$ cat src/rtl/opg_pkg.sv
package opg_pkg;
  typedef enum logic [1:0] {
    ST_IDLE   = 2'd0,
    ST_GATHER = 2'd1,
    ST_EXEC   = 2'd2
  } opg_state_e;
endpackage

$ cat src/rtl/opg_rd_port.sv
module opg_rd_port #(
  parameter int W = 16
) (
  input  logic         clk,
  input  logic         rst,
  input  logic         start_i,
  input  logic         fixed_i,
  input  logic [W-1:0] fix_val_i,
  input  logic         mask_i,
  input  logic         go_i,
  input  logic [W-1:0] data_i,
  input  logic         clear_i,
  output logic         req_o,
  output logic [W-1:0] opnd_o
);
  logic         pend;
  logic [W-1:0] val;

  always_ff @(posedge clk) begin
    if (rst) begin
      pend <= 1'b0;
      val  <= '0;
    end else if (start_i) begin
      pend <= ~fixed_i;
      val  <= fixed_i ? fix_val_i : '0;
    end else if (clear_i) begin
      pend <= 1'b0;
    end else if (req_o && go_i) begin
      pend <= 1'b0;
      val  <= data_i;
    end
  end

  assign req_o  = pend & ~mask_i;
  assign opnd_o = mask_i ? '0 : val;

  // request is held while go is withheld
  a_r3_req_hold: assert property (@(posedge clk) disable iff (rst)
    (req_o && !go_i) |=> req_o);
  // request falls after the go cycle
  a_r3_req_fall: assert property (@(posedge clk) disable iff (rst)
    (req_o && go_i) |=> !req_o);
  // operand taken in the go cycle
  a_r3_capture: assert property (@(posedge clk) disable iff (rst)
    (req_o && go_i) |=> (opnd_o == $past(data_i)));
endmodule

$ cat src/rtl/opg_wr_port.sv
module opg_wr_port (
  input  logic clk,
  input  logic rst,
  input  logic avail_i,
  input  logic ok_i,
  input  logic go_i,
  input  logic clear_i,
  output logic req_o,
  output logic mask_o,
  output logic open_o
);
  logic done;

  always_ff @(posedge clk) begin
    if (rst || clear_i) begin
      done <= 1'b0;
    end else if (req_o && go_i) begin
      done <= 1'b1;
    end
  end

  assign req_o  = avail_i & ok_i & ~done;
  assign mask_o = avail_i & ~ok_i;
  assign open_o = req_o & ~go_i;

  // one write per result, request falls after go
  a_r9_req_fall: assert property (@(posedge clk) disable iff (rst)
    (req_o && go_i) |=> !req_o);
endmodule

$ cat src/rtl/opg_ctl.sv
module opg_ctl
  import opg_pkg::*;
(
  input  logic clk,
  input  logic rst,
  input  logic issue_i,
  input  logic gathered_i,
  input  logic nop_i,
  input  logic alu_accept_i,
  input  logic alu_done_i,
  input  logic released_i,
  output logic busy_o,
  output logic start_o,
  output logic finish_o,
  output logic exec_o,
  output logic alu_valid_o,
  output logic alu_ready_o
);
  opg_state_e state;
  logic       in_gather;

  assign in_gather   = (state == ST_GATHER);
  assign exec_o      = (state == ST_EXEC);
  assign busy_o      = (state != ST_IDLE);
  assign start_o     = (state == ST_IDLE) & issue_i;
  assign alu_valid_o = in_gather & gathered_i & ~nop_i;
  assign alu_ready_o = exec_o & alu_done_i & released_i;
  assign finish_o    = (in_gather & nop_i) | alu_ready_o;

  always_ff @(posedge clk) begin
    if (rst) begin
      state <= ST_IDLE;
    end else begin
      case (state)
        ST_IDLE:   if (start_o) state <= ST_GATHER;
        ST_GATHER: begin
          if (nop_i) state <= ST_IDLE;
          else if (alu_valid_o && alu_accept_i) state <= ST_EXEC;
        end
        ST_EXEC:   if (alu_ready_o) state <= ST_IDLE;
        default:   state <= ST_IDLE;
      endcase
    end
  end

  // issue never coincides with busy
  a_r2_no_issue_busy: assert property (@(posedge clk) disable iff (rst)
    busy_o |-> !issue_i);
  // busy follows an issue
  a_r1_busy_rise: assert property (@(posedge clk) disable iff (rst)
    (issue_i && !busy_o) |=> busy_o);
  // no-op lasts one busy cycle and never offers valid
  a_r7_nop_short: assert property (@(posedge clk) disable iff (rst)
    (in_gather && nop_i) |=> !busy_o);
  a_r7_nop_novalid: assert property (@(posedge clk) disable iff (rst)
    nop_i |-> !alu_valid_o);
  // valid held until accepted
  a_r8_valid_hold: assert property (@(posedge clk) disable iff (rst)
    (alu_valid_o && !alu_accept_i) |=> alu_valid_o);
  // busy falls after the completion handshake
  a_r10_busy_fall: assert property (@(posedge clk) disable iff (rst)
    (alu_done_i && alu_ready_o) |=> !busy_o);
endmodule

$ cat src/rtl/opgather_cu.sv
module opgather_cu #(
  parameter int W    = 16,
  parameter int NSRC = 2,
  parameter int NDST = 2,
  parameter int OPW  = 4
) (
  input  logic               clk,
  input  logic               rst,
  input  logic               issue_i,
  input  logic [OPW-1:0]     op_i,
  input  logic               zero_a_i,
  input  logic               imm_ok_i,
  input  logic [W-1:0]       imm_i,
  input  logic [NSRC-1:0]    rd_mask_i,
  output logic               busy_o,
  output logic [NSRC-1:0]    rd_req_o,
  input  logic [NSRC-1:0]    rd_go_i,
  input  logic [NSRC*W-1:0]  src_i,
  output logic [OPW-1:0]     alu_op_o,
  output logic [NSRC*W-1:0]  alu_src_o,
  output logic               alu_valid_o,
  input  logic               alu_accept_i,
  input  logic               alu_done_i,
  input  logic [NDST*W-1:0]  alu_res_i,
  input  logic [NDST-1:0]    alu_res_ok_i,
  output logic               alu_ready_o,
  output logic [NDST-1:0]    wr_req_o,
  input  logic [NDST-1:0]    wr_go_i,
  output logic [NDST-1:0]    wr_mask_o,
  output logic [NDST*W-1:0]  dest_o
);
  localparam int PORT_A = 0;
  localparam int PORT_B = 1;

  logic            start, finish, exec, gathered, nop, released;
  logic [NDST-1:0] wr_open;
  logic [OPW-1:0]  op_q;

  assign gathered = ~|rd_req_o;
  assign nop      = &rd_mask_i;
  assign released = ~|wr_open;
  assign alu_op_o = op_q;
  assign dest_o   = alu_res_i;

  always_ff @(posedge clk) begin
    if (rst) op_q <= '0;
    else if (start) op_q <= op_i;
  end

  opg_ctl u_ctl (
    .clk(clk), .rst(rst), .issue_i(issue_i), .gathered_i(gathered),
    .nop_i(nop), .alu_accept_i(alu_accept_i), .alu_done_i(alu_done_i),
    .released_i(released), .busy_o(busy_o), .start_o(start),
    .finish_o(finish), .exec_o(exec), .alu_valid_o(alu_valid_o),
    .alu_ready_o(alu_ready_o)
  );

  for (genvar g = 0; g < NSRC; g++) begin : g_rd
    logic         fx;
    logic [W-1:0] fv;
    if (g == PORT_A) begin : g_a
      assign fx = zero_a_i;
      assign fv = '0;
    end else if (g == PORT_B) begin : g_b
      assign fx = imm_ok_i;
      assign fv = imm_i;
    end else begin : g_plain
      assign fx = 1'b0;
      assign fv = '0;
    end
    opg_rd_port #(.W(W)) u_rd (
      .clk(clk), .rst(rst), .start_i(start), .fixed_i(fx), .fix_val_i(fv),
      .mask_i(rd_mask_i[g]), .go_i(rd_go_i[g]), .data_i(src_i[g*W +: W]),
      .clear_i(finish), .req_o(rd_req_o[g]), .opnd_o(alu_src_o[g*W +: W])
    );
  end

  for (genvar j = 0; j < NDST; j++) begin : g_wr
    opg_wr_port u_wr (
      .clk(clk), .rst(rst), .avail_i(exec & alu_done_i),
      .ok_i(alu_res_ok_i[j]), .go_i(wr_go_i[j]), .clear_i(finish),
      .req_o(wr_req_o[j]), .mask_o(wr_mask_o[j]), .open_o(wr_open[j])
    );
  end

  // zero substitution suppresses the port A read
  a_r4_zero_a: assert property (@(posedge clk) disable iff (rst)
    (start && zero_a_i) |=> !rd_req_o[PORT_A]);
  // immediate suppresses the port B read and reaches the ALU
  a_r5_imm_noreq: assert property (@(posedge clk) disable iff (rst)
    (start && imm_ok_i) |=> !rd_req_o[PORT_B]);
  a_r5_imm_val: assert property (@(posedge clk) disable iff (rst)
    (start && imm_ok_i && !rd_mask_i[PORT_B]) |=>
      (alu_src_o[PORT_B*W +: W] == $past(imm_i)));
  // opcode latched at issue
  a_r1_op_latch: assert property (@(posedge clk) disable iff (rst)
    start |=> (alu_op_o == $past(op_i)));
  // no write request outside busy
  a_r10_idle_quiet: assert property (@(posedge clk) disable iff (rst)
    !busy_o |-> (wr_req_o == '0 && rd_req_o == '0));
endmodule

$ cat config.mk
export PLATFORM = sky130hd
export DESIGN_NAME = opgather_cu
export DESIGN_NICKNAME = d
export VERILOG_FILES = /design/src/rtl/opg_pkg.sv /design/src/rtl/opg_rd_port.sv /design/src/rtl/opg_wr_port.sv /design/src/rtl/opg_ctl.sv /design/src/rtl/opgather_cu.sv
export SDC_FILE = /design/constraint.sdc
export NUM_CORES = 1
export LEC_CHECK = 0
export BUFFER_PORTS_ARGS = -buffer_cell sky130_fd_sc_hd__buf_2
export CELL_PAD_IN_SITES_DETAIL_PLACEMENT = 2
export CELL_PAD_IN_SITES_GLOBAL_PLACEMENT = 2
export CORE_MARGIN = 2
export CORE_UTILIZATION = 22
export DETAILED_ROUTE_END_ITERATION = 7
export GPL_ROUTABILITY_DRIVEN = 0
export PLACE_DENSITY_LB_ADDON = 0.1
export SYNTH_ARGS = -nofsm -noshare
export SYNTH_HDL_FRONTEND = slang
export SYNTH_SLANG_ARGS = --single-unit
$ cat constraint.sdc
create_clock -name clk -period 3.7 [get_ports clk]
set_clock_uncertainty 0.1 [all_clocks]
set_input_delay 0.74 -clock clk [delete_from_list [all_inputs] [get_ports clk]]
set_output_delay 0.74 -clock clk [all_outputs]
set_load 0.005 [all_outputs]
==> results.md, run 1 <==
- Hold buffer count at CTS: 0
- Worst setup SP type: input pin
- Critical R2R Launch: u_ctl.state[0]
- Half-perimeter wire length of the detailed placement result: 5.27 mm
- Highest-count cells in the layout ignoring fill and taps: buf_2, dfxtp_1, nor2b_1
- Max clock buf depth: 2
- Crit. Startpoint: alu_res_ok_i[1]
- Horizontal die dimension: 108 um
- Unique masters post-synth: 28
- CTS tree: built
- Top routing layer in use: met4
- Skew-Pair Late Insertion Delay: 0.30 ns
- Standby leakage power: 1.44 nW
- Run status: finished clean
- Pre-antenna DRT Iters: 4
- Global-route congestion overflow total: 0
- Buffers inserted during post-CTS setup optimization: 0
- Via count: 2,116
- Number of instances in the synthesized netlist: 282
- Summed instance area of the synthesized netlist: 2380 sq um
- Total met2 wirelength after detailed routing: 3.28 mm
- Final-report max-slew violation count: 0
- Total area of multi-input combinational cells: 1150 sq um
- Part of the cycle the worst path needs: 70.5%
- Routed Antenna Nets: 0
- Initial drt markers: 48
- Proportion of power drawn by flip-flops and latches: 50.3%
- Filler Cells Inserted: 1,249
- Total power density per cell area: 345 nW/um^2
- Number of clock sinks: 42
- Met1 wire length: 2.96 mm
- Routed wire length: 6.96 mm
- CTS Buf Count: 5
- Maximum Capacitance Violations: 0
- Unrepaired setup endpoints after global routing: no
- Post-synthesis sequential area ratio: 35.3%
- Antenna violations before repair: 0
- Total GRT Usage: 11.7%
- Worst hold slack: 0.360 ns
- Post-detailed-placement cell area: 2740 sq um
- Setup_tns: 0 ns
- Slew Limit Headroom: 28.0%
- Cell types with the largest area share after synthesis: dfxtp_1, buf_4, nor2b_1
- CP required: 2.86 ns
- NumNets Final: 444
- Sequential cell area: 841 sq um
- Synthesis warning total: 0
- Area of the core: 10,400 sq um
- Proportion of netlist area held by the largest area contributor: 35.3%
- Clk network pwr share: 30.4%
- Most common library cell in the layout ignoring fill and taps: buf_2
- Vias in the first global route: 2,131
- Avg Synthesized Cell Area: 8.44 sq um
- Total number of placement rows: 37
- Register bit count reported by yosys: 42
- Proportion of layout cells with a drive suffix above 1: 40.2%
- VDD IR-drop max: 0.133 mV
- Classification of the worst setup path: input pin to output pin
- CP arrival: 1.77 ns
- Switching component of the power: 0.280 mW
- H-tree Lvls: 2
- Final-report setup violation count: 0
- Resized cells post-CTS: 0
- Die Ht: 108 um
- Synthesized Nets: 381
- Register-to-Register Setup Slack: 1.52 ns
- Yosys top cell by area: dfxtp_1
- Number of cell instances on the worst register-to-register path: 3
- Critical path endpoint: alu_ready_o
- Initial Utilization: 22.8%
- Count of endpoints failing hold in the final timing report: 0
- Sw Share: 28.6%
- First-pass GRT wire length: 10.7 mm
- Internal cell power: 0.697 mW
- Combinational cell fraction of total power: 19.3%
- Number of buffers inserted by port buffering: 111
- Largest fanout on the critical path: 5
- Clock slew at reported path FFs: 0.08 ns
- Largest net degree at the start of global routing: 33
- Met3 wire len: 652 um
- DRC violation count after routing: 0
- Category of the worst setup path capture point: output pin
- Worst hold path class: flop to flop
- Final worst path period need: 2.61 ns
- Max Clock Freq: 0.383 GHz
- Area overhead of the layout relative to synthesis: 19.1%
- Reg-to-reg critical path endpoint: g_rd[0].u_rd.val[8]
- Root buffer selected by CTS: clkbuf_8
- Post-route cell area: 2830 sq um
- Final routed wire length divided by cell count: 14.4 um
- N_diodes: 0
- Detail-routed via count per cell: 4.39
- Top-Level Pins: 176
- Die outline area: 11,700 sq um
- Slew at the pin closest to its max-slew limit: 1.08 ns
[Yosys cell counts]
library cell and instances:
buf_4 39, buf_12 1, nor3b_1 2, or3b_2 2
and3b_1 1, clkbuf_1 13, nor2b_1 34, or2_2 1
a31oi_1 2, o311ai_4 1, a211oi_1 16, nand3_1 1
mux2i_1 16, nand3b_4 1, inv_1 2, nor3_1 4
buf_2 4, dfxtp_1 42, and3_1 16, o21ai_0 1
a21oi_1 21, nor3b_2 2, nor2_1 29, o32a_1 4
nand4b_1 1, nand2b_1 4, nand2_1 12, nor2_2 10
[layer usage]
layer	vias to the layer above	GRT usage (%)
li1	1038	-
met1	993	13.7
met2	81	20.0
met3	4	4.28
met4	0	3.57
met5	-	0
[worst max-delay path: stages]
cell	delay (ns)
buf_2	0.12
nor3b_2	0.18
nor3_1	0.51
buf_2	0.22
[logic make-up after synthesis]
kind of cell           Yosys count  synth area share [%]
AO/OA/AOI/OAI                   45                  13.0
multiplexers                    16                  6.73
buffers and inverters           59                  16.4
flip-flops                      42                  35.3
AND/OR/NAND/NOR                120                  28.6
[power groups by stage]
stage	Clock [mW]	Sequential (mW)	Combinational, mW
floorplan	0	0.499	0.144
global placement	0	0.502	0.193
detailed placement	0	0.502	0.195
CTS	0.323	0.492	0.196
global route	0.337	0.496	0.215
finish	0.297	0.492	0.188
[flip-flops by register name, summed over array words and instances (netlist names)]
| name | flops |
|---|---|
| g_rd.u_rd.pend | 2 |
| g_wr.u_wr.done | 2 |
| alu_op_o | 4 |
| u_ctl.state | 2 |
| g_rd.u_rd.val | 32 |
[worst min-delay path by stage]
| stage | cells past startpoint | slack [ns] | endpoint | startpoint |
|---|---|---|---|---|
| after detailed placement | 2 | 0.35 | alu_op_o[3] | alu_op_o[3] |
| after global placement | 2 | 0.35 | alu_op_o[3] | alu_op_o[3] |
| after floorplan | 2 | 0.35 | alu_op_o[0] | alu_op_o[0] |
| after CTS | 2 | 0.36 | alu_op_o[3] | alu_op_o[3] |
| final | 2 | 0.36 | alu_op_o[3] | alu_op_o[3] |
| after global routing | 2 | 0.40 | alu_op_o[3] | alu_op_o[3] |
[cell type report]
class                   instances  share of cell area [%]
clock buffers                   5                    2.43
clock inverters                 3                   0.751
inverters                       2                   0.265
multi-input cells             181                    40.8
flip-flops and latches         42                    29.7
well taps                     136                    6.00
repair buffers                113                    20.1
[stage by stage]
step	power, mW	std cells	setup slack, ns	util, %
3_5_place_dp	0.698	474	1.04	26.3
6_report	0.977	482	1.09	27.2
2_1_floorplan	0.643	282	1.49	-
5_1_grt	1.05	482	1.01	27.2
4_1_cts	1.01	482	1.06	27.2
3_3_place_gp	0.695	474	1.05	26.3
Note: power is estimated with default switching activity, not from simulation.
==> run 2, diff against run 1 <==
CORE_UTILIZATION = 18   (was 22)
clock period = 2.3 ns   (was 3.7 ns; I/O delays follow)
==> results.md, run 2 (same netlist as run 1, synthesis figures left out) <==
- Part of the cycle the worst path needs: 94.8%
- Detail-routed via count per cell: 4.03 (-8.3%)
- Area of the core: 13,100 sq um (+26%)
- First-pass GRT wire length: 12.5 mm (+17%)
- Antenna violations before repair: 2 (+2)
- Initial Utilization: 18.2% (-4.7 points)
- CTS Buf Count: 5 (unchanged)
- Final-report max-slew violation count: 0 (unchanged)
- Clk network pwr share: 42.1% (+12 points)
- Highest-count cells in the layout ignoring fill and taps: buf_2, dfxtp_1, nor2b_1
- Standby leakage power: 1.53 nW (+6.2%)
- NumNets Final: 453 (+2.0%)
- Run status: finished clean
- Total GRT Usage: 11.2% (-0.51 points)
- Register with the highest flop count: g_rd.u_rd.val
- DRC violation count after routing: 0 (unchanged)
- Pre-antenna DRT Iters: 3 (-1)
- Worst hold path class: input pin to flop
- Min-Delay Endpoint: alu_op_o[1]
- Resized cells post-CTS: 0 (unchanged)
- Switching component of the power: 0.503 mW (+80%)
- H-tree Lvls: 2 (unchanged)
- Hold buffer count at CTS: 0 (unchanged)
- Number of buffers inserted by port buffering: 111 (unchanged)
- Total power density per cell area: 636 nW/um^2 (+85%)
- Share of the core filled with cells: 23.2% (-4.0 points)
- Critical R2R Launch: u_ctl.state[1]
- Worst setup SP type: flop
- Maximum Capacitance Violations: 0 (unchanged)
- Most common library cell in the layout ignoring fill and taps: buf_2
- CTS tree: built
- Number of cell instances on the worst register-to-register path: 4 (+1)
- CP arrival: 1.62 ns (-0.15 ns)
- Flip-flop count of the largest register after layout: 32 (unchanged)
- Die Ht: 119 um (+10%)
- Classification of the worst setup path: flop to output pin
- Root buffer selected by CTS: clkbuf_16
- Final setup slack of the worst path: 0.120 ns (-0.971 ns)
- Area overhead of the layout relative to synthesis: 27.8%
- Clock slew at reported path FFs: 0.07 ns (about the same)
- Depth of the worst hold-timing path: 3 (+1)
- Total number of placement rows: 42 (+14%)
- Sw Share: 26.0% (-2.6 points)
- Unrepaired setup endpoints after global routing: no
- Die outline area: 14,200 sq um (+21%)
- Final worst path period need: 2.18 ns
- Routed wire length: 7.89 mm (+13%)
- Slew Limit Headroom: 25.2% (-2.9 points)
- Count of endpoints failing hold in the final timing report: 0 (unchanged)
- Initial drt markers: 56 (+17%)
- Proportion of power drawn by flip-flops and latches: 40.8% (-9.5 points)
- Final routed wire length divided by cell count: 14.8 um (+2.7%)
- Final non-filler cell total: 532 (+10%)
- Routed Antenna Nets: 0 (unchanged)
- Combinational cell fraction of total power: 17.1% (-2.2 points)
- Skew-Pair Late Insertion Delay: 0.28 ns (-0.02 ns)
- Max clock buf depth: 2 (unchanged)
- Slew at the pin closest to its max-slew limit: 1.12 ns (+0.0427 ns)
- Post-detailed-placement cell area: 2870 sq um (+4.7%)
- Register-to-Register Setup Slack: 0.21 ns (-1.31 ns)
- HP Start: op_i[1]
- Vias in the first global route: 2,283 (+7.1%)
- Largest net degree at the start of global routing: 33 (unchanged)
- Buffers inserted during post-CTS setup optimization: 0 (unchanged)
- DP Cell Count: 523 (+10%)
- Post-route cell area: 3040 sq um (+7.3%)
- Final-report setup violation count: 0 (unchanged)
- Top-Level Pins: 176 (unchanged)
- CP required: 1.74 ns (-1.12 ns)
- Global-route congestion overflow total: 0 (unchanged)
- Horizontal die dimension: 119 um (+10%)
- Reg-to-reg critical path endpoint: g_rd[0].u_rd.val[3]
- Half-perimeter wire length of the detailed placement result: 6.05 mm (+15%)
- Internal cell power: 1.43 mW (+110%)
- Category of the worst setup path capture point: output pin
- Number of clock sinks: 42 (unchanged)
- Max Clock Freq: 0.459 GHz
- Worst slack, placed: -0.0586 ns (-1.10 ns)
- Via count: 2,142 (+1.2%)
- Largest fanout on the critical path: 6 (+1)
- Proportion of layout cells with a drive suffix above 1: 41.7% (+1.5 points)
- VDD IR-drop max: 0.285 mV (+110%)
==> run 2: area by class of cell <==
class	count	area (sq um)
inverters	2	7.51
repair buffers	122	651
multi-input cells	181	1150
well taps	176	220
fillers	1543	10000
clock inverters	3	40.0
diodes	1	2.50
clock buffers	5	125
flip-flops and latches	42	841
==> run 2: worst max path at each step <==
stage | from | endpoint | slack [ns] | cells past startpoint
6_report | u_ctl.state[1] | alu_ready_o | 0.12 | 4
5_1_grt | u_ctl.state[1] | alu_ready_o | 0.007 | 4
4_1_cts | u_ctl.state[1] | g_rd[0].u_rd.val[3] | 0.07 | 4
3_5_place_dp | alu_res_ok_i[1] | g_rd[0].u_rd.val[14] | -0.06 | 5
3_3_place_gp | alu_res_ok_i[1] | g_rd[0].u_rd.val[5] | 0.03 | 5
2_1_floorplan | alu_res_ok_i[1] | g_rd[0].u_rd.val[0] | 0.53 | 5
==> run 2: power by group through the flow <==
stage	sequential [mW]	combinational [mW]	clock, mW
after detailed placement	0.806	0.342	0
after CTS	0.790	0.343	0.854
final	0.789	0.331	0.815
after floorplan	0.803	0.232	0
after global routing	0.794	0.377	0.883
after global placement	0.805	0.340	0
==> run 2: routing by layer <==
| metal | global-route usage, % | wire length, um | part of all wire (%) | vias to the layer above |
|---|---|---|---|---|
| met5 | 0 | 0 | 0 | - |
| met1 | 13.6 | 3520 | 45 | 991 |
| met2 | 18.7 | 3630 | 46 | 82 |
| met3 | 4.21 | 644 | 8.2 | 9 |
| li1 | - | - | - | 1060 |
| met4 | 2.90 | 85 | 1.1 | 0 |
==> run 2: worst max-delay path: stages, from the launching register on <==
cell	delay, ns
dfxtp_1	0.46
nand3b_4	0.13
buf_4	0.17
nor3_1	0.38
buf_2	0.19
==> run 2: per-stage QoR <==
stage	hold slack, ns	TNS, ns	power, mW
floorplan	0.353	0	1.03
global placement	0.346	0	1.14
detailed placement	0.356	-0.356	1.15
CTS	0.308	0	1.99
global route	0.319	0	2.05
finish	0.314	0	1.94
==> run 3, diff against run 2 <==
CELL_PAD_IN_SITES_DETAIL_PLACEMENT = not set   (was 2)
CELL_PAD_IN_SITES_GLOBAL_PLACEMENT = not set   (was 2)
CORE_UTILIZATION = 37   (was 18)
PLACE_DENSITY = 0.77   (was not set)
PLACE_DENSITY_LB_ADDON = not set   (was 0.1)
REMOVE_ABC_BUFFERS = 1   (was not set)
==> results.md, run 3 (same netlist as run 1, synthesis figures left out) <==
- Gate family responsible for the most delay along the worst path: simple AND/OR/NAND/NOR gates
- Number of clock sinks: 42 (unchanged)
- Proportion of power drawn by flip-flops and latches: 50.8% (+10 points)
- Share of the core filled with cells: 44.7% (+21 points)
- Clock slew at reported path FFs: 0.08 ns (about the same)
- Detail-routed via count per cell: 4.96 (+23%)
- Proportion of layout cells with a drive suffix above 1: 41.2% (-0.50 points)
- Count of endpoints failing hold in the final timing report: 0 (unchanged)
- Category of the worst setup path capture point: output pin
- Peak per-stage delay on the critical path: 0.47 ns (about the same)
- Maximum Capacitance Violations: 0 (unchanged)
- Area of the core: 6280 sq um (-52%)
- CTS Buf Count: 5 (unchanged)
- Die outline area: 7090 sq um (-50%)
- Slew at the pin closest to its max-slew limit: 0.525 ns (-0.595 ns)
- First-pass GRT wire length: 10.0 mm (-20%)
- Unrepaired setup endpoints after global routing: no
- Filler Cells Inserted: 640 (-59%)
- Final routed wire length divided by cell count: 15.1 um (+1.6%)
- Total power density per cell area: 555 nW/um^2 (-13%)
- Part of the cycle the worst path needs: 88.8% (-6.0 points)
- Routed wire length: 6.46 mm (-18%)
- Worst setup SP type: flop
- Register with the highest flop count: g_rd.u_rd.val
- Buffers inserted during post-CTS setup optimization: 0 (unchanged)
- Combinational cell fraction of total power: 19.3% (+2.2 points)
- DRC violation count after routing: 0 (unchanged)
- Final worst path period need: 2.04 ns (-0.137 ns)
- Post-layout total power: 1.56 mW (-20%)
- Area overhead of the layout relative to synthesis: 17.9%
- Series of cell instances along the critical path: inv_1 -> nor3b_2 -> nand2_1 -> nor2_1 -> buf_2
- Largest fanout on the critical path: 6 (unchanged)
- Final-report max-slew violation count: 0 (unchanged)
- Highest-count cells in the layout ignoring fill and taps: buf_2, dfxtp_1, nor2b_1
- Routed Antenna Nets: 0 (unchanged)
- Global-route congestion overflow total: 0 (unchanged)
- Number of buffers inserted by port buffering: 111 (unchanged)
- Most common library cell in the layout ignoring fill and taps: buf_2
- Flip-flop count of the largest register after layout: 32 (unchanged)
- Switching component of the power: 0.429 mW (-15%)
- Hold buffer count at CTS: 0 (unchanged)
- Largest net degree at the start of global routing: 33 (unchanged)
- H-tree Lvls: 2 (unchanged)
- Half-perimeter wire length of the detailed placement result: 4.99 mm (-17%)
- Vias in the first global route: 1,997 (-13%)
- Number of cell instances on the worst register-to-register path: 4 (unchanged)
- Depth of the worst hold-timing path: 3 (unchanged)
- Worst hold path class: input pin to flop
- Standby leakage power: 1.47 nW (-3.8%)
- Final-report setup violation count: 0 (unchanged)
- Resized cells post-CTS: 0 (unchanged)
- CTS tree: built
- Max stage delay cell, worst path: dfxtp_1
- Max clock buf depth: 2 (unchanged)
- Total GRT Usage: 18.0% (+6.8 points)
- Total number of placement rows: 29 (-31%)
- N_diodes: 0 (-1)
- CP required: 1.74 ns (about the same)
- Worst path depth: 5 (+1)
- Max Clock Freq: 0.490 GHz (+6.7%)
- Die Ht: 84.2 um (-29%)
- Via count: 2,128 (-0.65%)
- Initial drt markers: 76 (+36%)
- Clk network pwr share: 29.9% (-12 points)
- Sw Share: 27.5% (+1.5 points)
- Internal cell power: 1.13 mW (-21%)
- NumNets Final: 450 (-0.66%)
- Worst Path Buf+Inv: 2 (unchanged)
- Skew-Pair Late Insertion Delay: 0.29 ns (about the same)
- Horizontal die dimension: 84.2 um (-29%)
- Slew Limit Headroom: 65.0% (+40 points)
- Top-Level Pins: 176 (unchanged)
- Root buffer selected by CTS: clkbuf_8
- Classification of the worst setup path: flop to output pin
- Antenna violations before repair: 0 (-2)
- CP arrival: 1.48 ns (-0.14 ns)
- VDD IR-drop max: 0.257 mV (-9.7%)
- Pre-antenna DRT Iters: 4 (+1)
- Initial Utilization: 37.9% (+20 points)
- Run status: finished clean
[run 3: worst paths after layout]
path,start,endpoint,slack (ns)
worst min register to register,alu_op_o[1],alu_op_o[1],0.36
worst max register to register,u_ctl.state[0],g_rd[0].u_rd.val[10],0.47
worst min-delay path,op_i[1],alu_op_o[1],0.30
worst max-delay path,u_ctl.state[1],wr_req_o[1],0.26
[run 3: power by group through the flow]
stage          Combinational (mW)  Clock [mW]  Sequential [mW]
5_1_grt                     0.340       0.514            0.797
2_1_floorplan               0.156           0            0.803
3_5_place_dp                0.303           0            0.808
6_report                    0.301       0.466            0.791
3_3_place_gp                0.296           0            0.806
4_1_cts                     0.304       0.484            0.791
[run 3: worst min-delay path, delay by kind of cell]
family	cells	cell delay [ns]
compound gates	1	0.05
buf+inv	1	0.10
simple gates	1	0.05
[run 3: final cells by class]
| type | instances | area, sq um | share of cell area (%) |
|---|---|---|---|
| multi-input cells | 181 | 1160 | 41.3 |
| repair buffers | 119 | 616 | 21.9 |
| clock inverters | 2 | 13.8 | 0.490 |
| inverters | 2 | 7.51 | 0.267 |
| clock buffers | 6 | 72.6 | 2.59 |
| flip-flops and latches | 42 | 841 | 30.0 |
| well taps | 77 | 96.3 | 3.43 |
[run 3: per-layer routing]
metal	track usage, %	vias to the layer above	wire length [um]
li1	-	1053	-
met1	24.3	917	2960
met2	23.8	148	2520
met3	10.8	8	886
met4	4.11	2	55
met5	6.29	-	43
[run 3: through the flow]
stage / worst slack, ns / area (sq um) / instances / hold WS [ns] / setup TNS, ns
floorplan: -0.362 / 2000 / 225 / 0.347 / -5.80
global placement: 0.373 / 2720 / 421 / 0.342 / 0
detailed placement: 0.343 / 2720 / 421 / 0.347 / 0
CTS: 0.0583 / 2800 / 429 / 0.288 / 0
global route: 0.135 / 2810 / 429 / 0.303 / 0
finish: 0.257 / 2810 / 429 / 0.301 / 0
